==> config.mk <==
export PLATFORM = sky130hd
export DESIGN_NAME = dbg_instr_chain
export DESIGN_NICKNAME = d
export VERILOG_FILES = /design/src/rtl/dbg_instr_chain_pkg.sv /design/src/rtl/dbg_instr_chain_ctrl.sv /design/src/rtl/dbg_instr_decoder.sv /design/src/rtl/dbg_instr_chain_dp.sv /design/src/rtl/dbg_instr_chain.sv
export SDC_FILE = /design/constraint.sdc
export NUM_CORES = 1
export LEC_CHECK = 0
export BUFFER_PORTS_ARGS = -buffer_cell sky130_fd_sc_hd__buf_4
export CAP_MARGIN = 20
export CORE_ASPECT_RATIO = 0.9
export CORE_MARGIN = 5
export CORE_UTILIZATION = 30
export DETAILED_ROUTE_END_ITERATION = 10
export GPL_TIMING_DRIVEN = 0
export PLACE_DENSITY = 0.49
export REMOVE_ABC_BUFFERS = 1
export SYNTH_ARGS = -nofsm -noshare
export SYNTH_HDL_FRONTEND = slang
export SYNTH_HIERARCHICAL = 1
export SYNTH_SLANG_ARGS = --single-unit
==> constraint.sdc <==
create_clock -name clk -period 1.7 [get_ports clk]
set_clock_uncertainty 0.1 [all_clocks]
set_input_delay 0.34 -clock clk [delete_from_list [all_inputs] [get_ports clk]]
set_output_delay 0.34 -clock clk [all_outputs]
set_load 0.02 [all_outputs]
==> src/rtl/dbg_instr_chain_pkg.sv <==
package dbg_instr_chain_pkg;

  // Per-cycle action requested of the datapath; at most one bit set.
  typedef struct packed {
    logic capture;
    logic shift;
    logic update;
  } chainStrobes_t;

  // Instruction classes seen at update time.
  typedef enum logic [2:0] {
    CLS_DATA   = 3'd0,
    CLS_SINGLE = 3'd1,
    CLS_BLOCK  = 3'd2,
    CLS_PSR    = 3'd3,
    CLS_OTHER  = 3'd4
  } instrClass_e;

endpackage

==> src/rtl/dbg_instr_chain_ctrl.sv <==
module dbg_instr_chain_ctrl
  import dbg_instr_chain_pkg::*;
(
  input  logic          captureEn,
  input  logic          shiftEn,
  input  logic          updateEn,
  output chainStrobes_t strb
);

  // Fixed priority: capture, then shift, then update.
  always_comb begin
    strb = '0;
    if (captureEn) begin
      strb.capture = 1'b1;
    end else if (shiftEn) begin
      strb.shift = 1'b1;
    end else if (updateEn) begin
      strb.update = 1'b1;
    end
  end

endmodule

==> src/rtl/dbg_instr_decoder.sv <==
module dbg_instr_decoder
  import dbg_instr_chain_pkg::*;
#(
  parameter int DATA_W = 32
) (
  input  logic [DATA_W-1:0] instr,
  output instrClass_e       instrClass
);

  logic isMulOrExtra;
  logic isMiscSpace;
  logic isPsrRead;
  logic isPsrWriteReg;
  logic isPsrWriteImm;
  logic isUndefXfer;

  assign isMulOrExtra  = !instr[25] && instr[7] && instr[4];
  assign isMiscSpace   = (instr[24:23] == 2'b10) && !instr[20];
  assign isPsrRead     = !instr[25] && (instr[21:20] == 2'b00) && (instr[7:4] == 4'b0000);
  assign isPsrWriteReg = !instr[25] && (instr[21:20] == 2'b10) && (instr[7:4] == 4'b0000);
  assign isPsrWriteImm =  instr[25] && (instr[21:20] == 2'b10);
  assign isUndefXfer   =  instr[25] && instr[4];

  always_comb begin
    instrClass = CLS_OTHER;
    unique case (instr[27:26])
      2'b00: begin
        if (isMulOrExtra) begin
          instrClass = CLS_OTHER;
        end else if (isMiscSpace) begin
          if (isPsrRead || isPsrWriteReg || isPsrWriteImm) begin
            instrClass = CLS_PSR;
          end else begin
            instrClass = CLS_OTHER;
          end
        end else begin
          instrClass = CLS_DATA;
        end
      end
      2'b01: instrClass = isUndefXfer ? CLS_OTHER : CLS_SINGLE;
      2'b10: instrClass = instr[25] ? CLS_OTHER : CLS_BLOCK;
      default: instrClass = CLS_OTHER;
    endcase
  end

  logic unusedBits;
  assign unusedBits = ^{instr[DATA_W-1:28], instr[22], instr[19:8], instr[6:5], instr[3:0]};

endmodule

==> src/rtl/dbg_instr_chain_dp.sv <==
module dbg_instr_chain_dp
  import dbg_instr_chain_pkg::*;
#(
  parameter int DATA_W = 32
) (
  input  logic                clk,
  input  logic                rstN,
  input  chainStrobes_t       strb,
  input  logic                tdi,
  input  logic [DATA_W-1:0]   dataBusIn,
  output logic                tdo,
  output logic [DATA_W-1:0]   instrOut,
  output logic                speedOut,
  output logic                illegalOut,
  output logic [DATA_W:0]     chainBits
);

  localparam int CHAIN_W = DATA_W + 1;
  localparam int SPEED_B = DATA_W;

  logic [CHAIN_W-1:0] chainQ;
  logic [CHAIN_W-1:0] captureVal;
  logic [CHAIN_W-1:0] shiftVal;
  instrClass_e        newClass;
  logic               newIllegal;
  logic               isMemClass;

  assign captureVal = {speedOut, dataBusIn};
  assign shiftVal   = {tdi, chainQ[CHAIN_W-1:1]};

  // One cell per chain bit.
  for (genvar b = 0; b < CHAIN_W; b++) begin : g_cell
    always_ff @(posedge clk or negedge rstN) begin
      if (!rstN) begin
        chainQ[b] <= 1'b0;
      end else if (strb.capture) begin
        chainQ[b] <= captureVal[b];
      end else if (strb.shift) begin
        chainQ[b] <= shiftVal[b];
      end
    end
  end

  dbg_instr_decoder #(.DATA_W(DATA_W)) dec_i (
    .instr      (chainQ[DATA_W-1:0]),
    .instrClass (newClass)
  );

  assign isMemClass = (newClass == CLS_SINGLE) || (newClass == CLS_BLOCK);
  assign newIllegal = (newClass == CLS_OTHER) || (chainQ[SPEED_B] && !isMemClass);

  always_ff @(posedge clk or negedge rstN) begin
    if (!rstN) begin
      instrOut   <= '0;
      speedOut   <= 1'b0;
      illegalOut <= 1'b0;
    end else if (strb.update) begin
      instrOut   <= chainQ[DATA_W-1:0];
      speedOut   <= chainQ[SPEED_B];
      illegalOut <= newIllegal;
    end
  end

  assign tdo       = chainQ[0];
  assign chainBits = chainQ;

endmodule

==> src/rtl/dbg_instr_chain.sv <==
module dbg_instr_chain
  import dbg_instr_chain_pkg::*;
#(
  parameter int DATA_W = 32
) (
  input  logic              clk,
  input  logic              rstN,
  input  logic              shiftEn,
  input  logic              captureEn,
  input  logic              updateEn,
  input  logic              tdi,
  output logic              tdo,
  input  logic [DATA_W-1:0] dataBusIn,
  output logic [DATA_W-1:0] instrOut,
  output logic              speedOut,
  output logic              illegalOut
);

  chainStrobes_t     strb;
  logic [DATA_W:0]   chainBits;

  dbg_instr_chain_ctrl ctrl_i (
    .captureEn (captureEn),
    .shiftEn   (shiftEn),
    .updateEn  (updateEn),
    .strb      (strb)
  );

  dbg_instr_chain_dp #(.DATA_W(DATA_W)) dp_i (
    .clk        (clk),
    .rstN       (rstN),
    .strb       (strb),
    .tdi        (tdi),
    .dataBusIn  (dataBusIn),
    .tdo        (tdo),
    .instrOut   (instrOut),
    .speedOut   (speedOut),
    .illegalOut (illegalOut),
    .chainBits  (chainBits)
  );

endmodule

# Word level (Yosys, flattened, before mapping)
# Cells that the tools add are included.
# op_classes
eq_ne	7
muxes	77
n_reduce_logical	21
# ops
operator	count
2-to-1 mux 1 bit	70
2-to-1 mux 3 bit	5
logical AND 1 bit	10
case mux 3 bit (3 select lines)	1
equality test 2 bit, second input constant	3
logical NOT 2 bit	2
logical NOT 4 bit	1
logical OR 1 bit	4
equality test 3 x 1 -> 1 bit, second input constant	1
equality test 3 x 2 -> 1 bit, second input constant	1
equality test 3 bit, second input constant	1
logical NOT 1 bit	3
equality test 2 x 1 -> 1 bit, second input constant	1
2-to-1 mux 2 bit	1
nonzero test 2 bit	1
# totals
regBits	67
input_bits	38
output_inout_bits	35
word_cells	141

# Logic depth before layout (Yosys ltp)
# depth
depth_word	14
ltp_mapped	6
ltp_nobuf	6

# Cells and area by module
# Netlist, hierarchy kept.
# modules_own_cells
module	instances	cells_per_inst	area_each_um2	seq_area_each_um2
dbg_instr_chain_dp	1	221	2970.3	1676.6
dbg_instr_decoder	1	16	112.6	0.0
dbg_instr_chain_ctrl	1	3	26.3	0.0

# Least setup slack after synthesis
# Ideal clock, no wire load.
# synth_timing
path_type	register to register
from	reg dp_i.chainQ[4], in the netlist dp_i/chainBits[4]
to	reg dp_i.illegalOut
setup_time_ns	0.127
t_arrival_ns	1.374
required_ns	1.473
slack_ns	0.098
stages_incl_launch_ff	7
n_path_buf	0
synth_period_minus_slack_ns	1.602
cell_sequence	dfrtp_1 -> nor4_2 -> o211ai_1 -> a211o_1 -> a21o_1 -> nand2_1 -> a31oi_1
# synth_between
elab_chain_cells	13
elab_cells_between_ends	19
classes_between	3 x eq/ne; 5 x mux; 11 x reduce/logical
# synth_rtl
item	line	rtl
start, declared	dbg_instr_chain_dp.sv:21	logic [CHAIN_W-1:0] chainQ;
start signal, assigned by index	dbg_instr_chain_dp.sv:37	chainQ[b] <= captureVal[b];
start signal, assigned by index	dbg_instr_chain_dp.sv:39	chainQ[b] <= shiftVal[b];
logical NOT 4 bit	dbg_instr_decoder.sv:19, dbg_instr_decoder.sv:20	
logical AND 1 bit (on tied branches)	dbg_instr_decoder.sv:19, dbg_instr_decoder.sv:20	
logical OR 1 bit (2 in series)	dbg_instr_decoder.sv:31	if (isPsrRead || isPsrWriteReg || isPsrWriteImm) begin
2-to-1 mux 3 bit	dbg_instr_decoder.sv:31	
2-to-1 mux 3 bit	dbg_instr_decoder.sv:30	end else if (isMiscSpace) begin
2-to-1 mux 3 bit	dbg_instr_decoder.sv:28	if (isMulOrExtra) begin
case mux 3 bit (3 select lines) *	dbg_instr_decoder.sv:26	unique case (instr[27:26])
via dp_i.newClass[2]	dbg_instr_chain_dp.sv:24	instrClass_e newClass;
equality test 3 x 1 -> 1 bit / equality test 3 x 2 -> 1 bit (equally long branches)	dbg_instr_chain_dp.sv:49	assign isMemClass = (newClass == CLS_SINGLE) || (newClass == CLS_BLOCK);
logical OR 1 bit	dbg_instr_chain_dp.sv:49	
logical NOT 1 bit	dbg_instr_chain_dp.sv:50	assign newIllegal = (newClass == CLS_OTHER) || (chainQ[SPEED_B] && !isMemClass);
logical AND 1 bit	dbg_instr_chain_dp.sv:50	
logical OR 1 bit *	dbg_instr_chain_dp.sv:50	
end signal, assigned	dbg_instr_chain_dp.sv:60	illegalOut <= newIllegal;
end, declared	dbg_instr_chain_dp.sv:14	output logic illegalOut,
# The timed path passes the listed nets; every way through them passes the cells marked *.
# A chain may end at the register's enable or synchronous reset.

# Final worst setup path
# layout_timing
from	reg dp_i.chainQ[6], in the netlist dp_i/chainBits[6]
to	reg dp_i.illegalOut
# layout_between
elab_chain_cells	13
elab_cells_between_ends	16
classes_between	3 x eq/ne; 4 x mux; 9 x reduce/logical
# layout_rtl
item	line
logical NOT 4 bit *	dbg_instr_decoder.sv:19, dbg_instr_decoder.sv:20
logical AND 1 bit (on tied branches)	dbg_instr_decoder.sv:19, dbg_instr_decoder.sv:20
logical OR 1 bit * (2 in series)	dbg_instr_decoder.sv:31
2-to-1 mux 3 bit *	dbg_instr_decoder.sv:31
2-to-1 mux 3 bit *	dbg_instr_decoder.sv:30
2-to-1 mux 3 bit *	dbg_instr_decoder.sv:28
case mux 3 bit (3 select lines) *	dbg_instr_decoder.sv:26
via dp_i.newClass[2]	dbg_instr_chain_dp.sv:24
equality test 3 x 1 -> 1 bit / equality test 3 x 2 -> 1 bit (equally long branches)	dbg_instr_chain_dp.sv:49
logical OR 1 bit	dbg_instr_chain_dp.sv:49
logical NOT 1 bit	dbg_instr_chain_dp.sv:50
logical AND 1 bit	dbg_instr_chain_dp.sv:50
logical OR 1 bit *	dbg_instr_chain_dp.sv:50
# Marks and branches as above.

==> flow_summary.toml <==
[run_status]
status = "finished with violations"
violations = "negative hold slack, negative setup slack"

[critical_path]
criticalPathCategory = "flip-flop to flip-flop"
reg2reg_depth = 6
path_cells = "nor4_4, o211ai_1, a211o_1, a21o_1, nand2_1, a31oi_1"
reg2reg_to = "dp_i/illegalOut"
cp_data_required_time_ns = 1.80
crit_fanout = 2
crit_path_end = "dp_i/illegalOut"
r2r_setup_slack_ns = -0.02
slowest_delay_ns = 0.41
crit_start = "dp_i/chainBits[6]"
critPathSlowestCell = "dfrtp_1"
rr_startpoint = "dp_i/chainBits[6]"
end_kind = "flip-flop"
start_kind = "flip-flop"
arrival_ns = 1.82

[timing]
slew_viol_final = 0
period_needed_ns = 1.72
holdWs_ns = -0.00330
relSlewSlack = 0.392
finalWorstSetupSlack_ns = -0.0239
hold_viol = 1
final.setup.tns_ns = -0.0239
max_freq_mhz = 580
rsz0062_at_grt = "true"
setup_viol = 1
worstMarginPinSlew_ns = 0.912
finalCritPeriodShare = 1.01

[power_and_ir_drop]
cellInternalPower_uw = 3620
swShare = 0.293
pwr-share-clk = 0.346
p_seq_frac = 0.411
static-leakage-power_uw = 0.00191
p_total_uw = 5120
power_density_nw_per_um2 = 1240
p_switching_uw = 1500
power_frac_comb = 0.243
ir_worst_vdd_mv = 0.512

[grt]
grt_pass1_wl_um = 11200
grt_pass1_vias = 2157
track_usage = 0.115
antenna_found_initial = 0
grt_max_degree = 69
overflow = 0

[clock_network]
cts_htree_levels = 3
clockBufferDepth = 2
cts_sinks = 67
cts_hold_buf = 0
cts_root_buffer = "clkbuf_16"
cts_tree = "done"
insertion_delay_ns = 0.32
clkTransAtPathRegs_ns = 0.06
numCtsBuffers = 9

[placement]
pre_cts_ws_ns = -0.663
dp_hpwl_um = 4370
place_congestion = 0.644
io_buffers = 72

[final_layout]
most-common-layout-cells = "81 x buf_4, 62 x dfrtp_1, 35 x nand2_1, 33 x mux2i_1, 30 x o21ai_1"
diodes = 0
final_common_cell = "buf_4"
drive_gt1_frac = 0.455
n_fill_cell = 1020
area_growth_pct = 32.8
layout.nets = 356

[route]
dr.pass1.iters = 4
drtIter0Drc = 95
wirelength_um = 7000
postRouteAntennaNets = 0
drc_errors = 0
met2_length_um = 3310
highest_layer = "met4"
met3_length_um = 362
met1Wirelength_um = 3290
num_vias = 2091
wl_per_cell_um = 15.5
avgViaCountPerCell = 4.63

[floorplan]
num_rows = 35
io_pins = 73
die_w_um = 117
die_area_um2 = 12500
core-area_um2 = 10200
start_util = 0.305
die_h_um = 106

[job]
maxCapViolations = 0

[synth]
synthCells = 239
netlist_area_um2 = 3100
syn_avg_cell_area_um2 = 13.0
yosysWarnings = 6

[min_path]
hold_class = "input port to async pin"
## critical path, delay by kind of cell, from the launching register on
kind	cells	cell delay, ns
AO/OA/AOI/OAI	4	0.74
flip-flops	1	0.41
AND/OR/NAND/NOR	2	0.36
## sequential cells by signal, summed over array words and instances, names as in the netlist
name / cells
dp_i/chainBits: 32
dp_i/illegalOut: 1
dp_i/instrOut: 32
dp_i/speedOut: 1
dp_i/tdo: 1
## area by class of cell
| class | instances | area [µm²] | share of cell area |
|---|---|---|---|
| timing repair buffer | 84 | 671 | 0.163 |
| clock inverter | 5 | 36.3 | 0.00881 |
| sequential | 67 | 1680 | 0.409 |
| clock buffer | 11 | 253 | 0.0614 |
| inverter | 3 | 11.3 | 0.00273 |
| multi-input combinational | 153 | 1300 | 0.317 |
| tap | 129 | 161 | 0.0392 |
## routing by layer
metal	up-vias	GRT usage
met1	1030	0.160
met2	56	0.170
li1	1001	-
met4	0	0.0295
met5	-	0
met3	4	0.0410
## how the worst min path moves through the flow
| stage | from | end | slack [ns] | depth (start not counted) |
|---|---|---|---|---|
| global route | rstN | dp_i/instrOut[2] | 0.11 | 1 |
| CTS | rstN | dp_i/instrOut[2] | 0.07 | 1 |
| finish | rstN | dp_i/instrOut[2] | -0.003 | 1 |
| global placement | dp_i/instrOut[2] | dp_i/instrOut[2] | 0.39 | 1 |
| detailed placement | dp_i/instrOut[0] | dp_i/instrOut[0] | 0.40 | 1 |
| floorplan | rstN | dp_i/chainBits[10] | -0.06 | 0 |
## stage by stage
| step | hold WS, ns | area, µm² | utilization | std cells |
|---|---|---|---|---|
| 4_1_cts | 0.0733 | 4070 | 0.401 | 450 |
| 2_1_floorplan | -0.0556 | 2930 | - | 223 |
| 3_3_place_gp | 0.392 | 3640 | 0.358 | 424 |
| 3_5_place_dp | 0.397 | 3710 | 0.365 | 427 |
| 6_report | -0.00330 | 4120 | 0.405 | 452 |
| 5_1_grt | 0.108 | 4120 | 0.405 | 452 |
## power groups by stage
stage | clock, µW | combinational, µW | sequential [µW]
after detailed placement | 0 | 1220 | 2120
after global routing | 1910 | 1340 | 2140
after global placement | 0 | 1210 | 2120
after CTS | 1850 | 1240 | 2100
after floorplan | 0 | 466 | 2310
final | 1770 | 1250 | 2100
## repair_timing
action	CTS	global route
endpoints found under the hold margin	0	0
gates cloned	0	0
pin swaps	5	4
resized for setup	3	8
buffers inserted	7	2
setup endpoints to repair	55	1
Note: power is estimated with default switching activity, not from simulation.
